==> src/rtl/adc_sampler.sv <==
module adc_sampler #(
  parameter int CLK_KHZ    = 125000,
  parameter int SCLK_HALF  = 7,
  parameter int RES        = 10,
  parameter int FRAME_BITS = 16,
  parameter int LEAD_BITS  = 3,
  parameter int MIN_PERIOD = 20,
  parameter int PER_W      = 8
) (
  input  logic             clk,
  input  logic             rst_n,
  input  logic             en_i,
  input  logic             pd_i,
  input  logic [PER_W-1:0] period_i,
  input  logic             sdata_i,
  output logic             cs_n_o,
  output logic             sclk_o,
  output logic [RES-1:0]   sample_o,
  output logic             valid_o
);
  localparam int SCLK_KHZ = CLK_KHZ / (2 * SCLK_HALF);
  localparam int WAKE_CYC = (CLK_KHZ + 999) / 1000;
  localparam int UNIT_W   = PER_W + 1;
  localparam int DIV_W    = $clog2(SCLK_HALF + 1);
  localparam int WAKE_W   = $clog2(WAKE_CYC + 1);
  localparam int LOW_END  = 2 * FRAME_BITS;
  localparam int TOP_BIT  = FRAME_BITS - 1 - LEAD_BITS;

  if (SCLK_KHZ < 4000 || SCLK_KHZ > 10000) begin : g_bad_div
    $error("SCLK_HALF gives a serial clock outside 4..10 MHz");
  end
  if (2 * MIN_PERIOD <= LOW_END + 1 || TOP_BIT + 1 < RES) begin : g_bad_frame
    $error("frame parameters inconsistent");
  end

  logic                  run_q, run_n;
  logic [UNIT_W-1:0]     unit_q, unit_n;
  logic [DIV_W-1:0]      div_q;
  logic [PER_W-1:0]      per_q;
  logic [WAKE_W-1:0]     wake_q;
  logic [FRAME_BITS-1:0] shift_q;

  wire             go        = en_i & ~pd_i;
  wire [PER_W-1:0] per_eff   = (period_i < PER_W'(MIN_PERIOD)) ? PER_W'(MIN_PERIOD) : period_i;
  wire             tick      = run_q && (div_q == DIV_W'(SCLK_HALF - 1));
  wire             last_unit = unit_q == ({per_q, 1'b0} - UNIT_W'(1));
  wire             start     = ~run_q & go & (wake_q == WAKE_W'(WAKE_CYC - 1));
  wire             reload    = tick & last_unit & go;

  always_comb begin
    run_n  = run_q;
    unit_n = unit_q;
    if (start) begin
      run_n  = 1'b1;
      unit_n = '0;
    end else if (tick) begin
      if (last_unit) begin
        if (go) unit_n = '0;
        else    run_n  = 1'b0;
      end else begin
        unit_n = unit_q + UNIT_W'(1);
      end
    end
  end

  wire cs_low_n = run_n && (unit_n <= UNIT_W'(LOW_END));
  wire sclk_n   = run_n && unit_n[0] && (unit_n < UNIT_W'(LOW_END));
  wire capture  = sclk_n & ~sclk_o;
  wire finish   = ~cs_low_n & ~cs_n_o;

  always_ff @(posedge clk or negedge rst_n) begin
    if (!rst_n) begin
      run_q    <= 1'b0;
      unit_q   <= '0;
      div_q    <= '0;
      per_q    <= PER_W'(MIN_PERIOD);
      wake_q   <= '0;
      shift_q  <= '0;
      cs_n_o   <= 1'b1;
      sclk_o   <= 1'b0;
      sample_o <= '0;
      valid_o  <= 1'b0;
    end else begin
      run_q  <= run_n;
      unit_q <= unit_n;
      div_q  <= (!run_n || start || tick) ? '0 : div_q + DIV_W'(1);
      if (start || reload) per_q <= per_eff;
      if (run_q || start || !go) wake_q <= '0;
      else                       wake_q <= wake_q + WAKE_W'(1);
      if (capture) shift_q <= {shift_q[FRAME_BITS-2:0], sdata_i};
      cs_n_o  <= ~cs_low_n;
      sclk_o  <= sclk_n;
      valid_o <= finish;
      if (finish) sample_o <= shift_q[TOP_BIT -: RES];
    end
  end
endmodule


==> config.mk <==
export PLATFORM = sky130hd
export DESIGN_NAME = adc_sampler
export DESIGN_NICKNAME = d
export VERILOG_FILES = /design/src/rtl/adc_sampler.sv
export SDC_FILE = /design/constraint.sdc
export NUM_CORES = 1
export LEC_CHECK = 0
export ABC_AREA = 1
export ABC_CLOCK_PERIOD_IN_PS = 3900
export BUFFER_PORTS_ARGS = -buffer_cell sky130_fd_sc_hd__buf_2
export CORE_ASPECT_RATIO = 1.2
export CORE_UTILIZATION = 25
export DETAILED_ROUTE_END_ITERATION = 7
export PLACE_DENSITY = 0.51
export RECOVER_POWER = 100
export SETUP_SLACK_MARGIN = 0.4
export SLEW_MARGIN = 30
export SYNTH_ARGS = -nofsm -noshare
export SYNTH_HDL_FRONTEND = slang
export SYNTH_SLANG_ARGS = --single-unit
==> constraint.sdc <==
create_clock -name clk -period 3.9 [get_ports clk]
set_clock_uncertainty 0.1 [all_clocks]
set_input_delay 0.78 -clock clk [delete_from_list [all_inputs] [get_ports clk]]
set_output_delay 0.78 -clock clk [all_outputs]
set_load 0.05 [all_outputs]
==> results.sh <==
export IMPL_outcome="finished with violations"
export IMPL_violations="capacitance limit, slew limit"
export IMPL_grt_pass1_wl_um=11390
export IMPL_slew_limit_headroom_pct=-51.17
export IMPL_p_leak_nw=1.675
export IMPL_fin_setup_tns_ns=0
export IMPL_seqPwrFrac_pct=40.8
export IMPL_layout_min_cycle_time_ns=3.245
export IMPL_min_path_type="flop to flop"
export IMPL_design_area_sq_mm=0.003416
export IMPL_yosysWarnings=0
export IMPL_ir_drop_v=0.0002570
export IMPL_rsz0062_at_grt="no"
export IMPL_initial_core_util_pct=25.97
export IMPL_dieHeight_um=122.9
export IMPL_cp_max_fo=15
export IMPL_first_global_vias=2488
export IMPL_track_usage_pct=11.36
export IMPL_die_area_sq_mm=0.01263
export IMPL_cts_resized=0
export IMPL_max_slew_worst_pin_slew_ns=2.267
export IMPL_critPathKind="flop to flop"
export IMPL_fp_coreArea_sq_mm=0.01173
export IMPL_clockBufferDepth=2
export IMPL_rr_startpoint="per_q[0]$_DFFE_PN0P_"
export IMPL_endpoint_kind="flop"
export IMPL_antenna_found_initial=0
export IMPL_post_dp_hpwl_um=4804
export IMPL_syn_inst=386
export IMPL_avgSynthCellArea_sq_um=7.890
export IMPL_postCtsSetupBuffers=0
export IMPL_syn_num_nets=405
export IMPL_hold_depth=1
export IMPL_vias_per_cell=4.400
export IMPL_slew_violations=43
export IMPL_post_route_period_util_pct=83.19
export IMPL_place_area_sq_mm=0.003298
export IMPL_syn_area_sq_mm=0.003045
export IMPL_cp_arrival_ns=3.38
export IMPL_netSwitchingFraction_pct=35.15
export IMPL_yosys_register_bits=54
export IMPL_async_flop_share_pct=100.0
export IMPL_reg2regPathDepth=20
export IMPL_num_antenna_cells=0
export IMPL_hold_viol_final=0
export IMPL_setup_viol=0
export IMPL_regToRegSetupSlack_ns=0.66
export IMPL_synth_main_ff_cell="dfrtp_1"
export IMPL_drt_wirelength_per_cell_um=11.35
export IMPL_layout_drive_gt1_share_pct=12.93
export IMPL_drtIter0Drc=114
export IMPL_cts_root_buf="clkbuf_16"
export IMPL_vias=2495
export IMPL_pwr_share_clk_pct=30.3
export IMPL_cts_sinks=54
export IMPL_area_delta_synth_final_pct=12.16
export IMPL_synth_edff_count=0
export IMPL_routabilityCongestion=0.8292
export IMPL_power_density_mw_per_mm2=509.6
export IMPL_maxCapViolCount=1
export IMPL_routed_wl_um=6436
export IMPL_ios=26
export IMPL_comb_power_share_pct=28.8
export IMPL_cts_hold_buf=0
export IMPL_fmax_ghz=0.3082
export IMPL_drt_first_pass_iters=4
export IMPL_num_nets_final=428
export IMPL_die_x_um=102.8
export IMPL_h_tree_depth=2
export IMPL_clk_insertion_delay_late_ns=0.29
export IMPL_port_buffers=25
export IMPL_ys_types=34
export IMPL_power_net_switching_uw=611.9
export IMPL_gr_total_overflow=0
export IMPL_ant_nets=0
export IMPL_setup_worst_path_start_class="flop"
export IMPL_cts_buffers=5
export IMPL_yosysSeqAreaShare_pct=44.49
export IMPL_min_to="div_q[0]$_DFF_PN0_"
export IMPL_drc=0
export IMPL_place_ws_ns=0.5381
export IMPL_num_rows=43
export IMPL_crit_required_ns=4.03
export IMPL_hp_start="div_q[0]$_DFF_PN0_"
export IMPL_power_mw=1.741
export IMPL_rr_endpoint="sample_o[5]$_DFFE_PN0P_"
export IMPL_cts_tree="done"
export IMPL_fin_ws_ns=0.6554
export IMPL_clk_pin_slew_ns=0.07
export IMPL_internal_power_mw=1.129
export IMPL_grt_start_max_net_pins=43
-- flip-flops by register name, indices dropped and copies added (netlist names), 3 cells and up --
| name | count |
|---|---|
| shift_q | 13 |
| sample_o | 10 |
| per_q | 8 |
| unit_q | 9 |
| div_q | 3 |
| wake_q | 7 |
-- cells by family after synthesis --
| family | after synthesis | share of synthesized area, % |
|---|---|---|
| xor gates and xnor gates | 14 | 4.273 |
| and+or+nand+nor | 226 | 35.37 |
| AOI/OAI and AO/OA | 29 | 4.971 |
| DFF | 54 | 44.49 |
| buffers and inverters | 57 | 8.422 |
| adders and majority gates | 6 | 2.465 |
-- final cells by class --
cell class / instances / area [sq um]
Fill cell: 1332 / 8313
Tap cell: 157 / 196.4
Sequential cell: 54 / 1355
Multi-Input combinational cell: 275 / 1399
Clock buffer: 6 / 138.9
Inverter: 46 / 172.7
Clock inverter: 2 / 38.79
Timing Repair Buffer: 27 / 115.1
-- cell usage after synthesis, types with 7 or more instances --
cell type,number,area [sq um]
xnor2_1,7,61.31
dfrtp_1,51,1276
nor2_1,27,101.4
nand2_2,20,125.1
a21oi_1,10,50.05
nand4_1,16,100.1
o21ai_0,13,65.06
nand3_1,32,160.2
inv_2,10,37.54
inv_1,35,131.4
nand2_1,105,394.1
-- critical path, stage by stage, from the launching register on --
cell and delay [ns]:
dfrtp_1 0.41, inv_1 0.15, ha_1 0.24, nand2_1 0.12
nor2_1 0.15, nand2_1 0.06, nand2_1 0.07, nand2_2 0.05
nor2_2 0.11, nand2_1 0.07, nor2_1 0.20, nand3_1 0.10
nand2_1 0.37, a21oi_2 0.08, nor2_1 0.12, nand2_1 0.06
nand2_1 0.07, nand2_2 0.14, nand2_1 0.33, nand2_1 0.11
nand2_1 0.07
-- layout by cell type (no fill, tap or decap), types with 10 or more instances in the layout --
cell type / count
nand2_1: 114
dfrtp_1: 51
inv_1: 36
nand3_1: 34
nor2_1: 28
nand4_1: 16
o21ai_0: 16
clkbuf_1: 16
nand2_2: 11
buf_2: 11
a21oi_1: 10
-- worst max-delay path by stage --
stage | startpoint | slack [ns] | endpoint
after floorplan | en_i | 1.39 | shift_q[10]$_DFFE_PN0P_
after global placement | pd_i | 0.66 | sample_o[2]$_DFFE_PN0P_
after detailed placement | pd_i | 0.54 | sample_o[5]$_DFFE_PN0P_
after CTS | div_q[0]$_DFF_PN0_ | 0.81 | shift_q[0]$_DFFE_PN0P_
after global routing | per_q[0]$_DFFE_PN0P_ | 0.26 | sample_o[7]$_DFFE_PN0P_
final | per_q[0]$_DFFE_PN0P_ | 0.66 | sample_o[5]$_DFFE_PN0P_
-- per-layer routing --
layer  global-route usage (%)  up-vias  part of all wire, %
met2                    20.08       32                   49
met4                    3.785        0                  1.4
met1                    14.07     1172                   47
met5                        0        -                    0
li1                         -     1283                    -
met3                    1.583        8                  2.6
-- metrics by stage --
| stage | hold slack, ns | util [%] | instances |
|---|---|---|---|
| 6_report | 0.3640 | 29.12 | 567 |
| 5_1_grt | 0.3943 | 29.12 | 567 |
| 4_1_cts | 0.3672 | 29.64 | 567 |
| 3_5_place_dp | 0.3571 | 28.12 | 559 |
| 3_3_place_gp | 0.3430 | 28.12 | 559 |
| 2_1_floorplan | 0.3322 | - | 386 |
-- power groups by stage --
stage | Sequential (mW) | Clock (mW) | Combinational [mW]
2_1_floorplan | 0.696 | 0 | 0.441
3_3_place_gp | 0.721 | 0 | 0.504
3_5_place_dp | 0.722 | 0 | 0.508
4_1_cts | 0.712 | 0.546 | 0.512
5_1_grt | 0.721 | 0.565 | 0.584
6_report | 0.711 | 0.528 | 0.502
No activity file was read; power rests on OpenSTA's default activity.
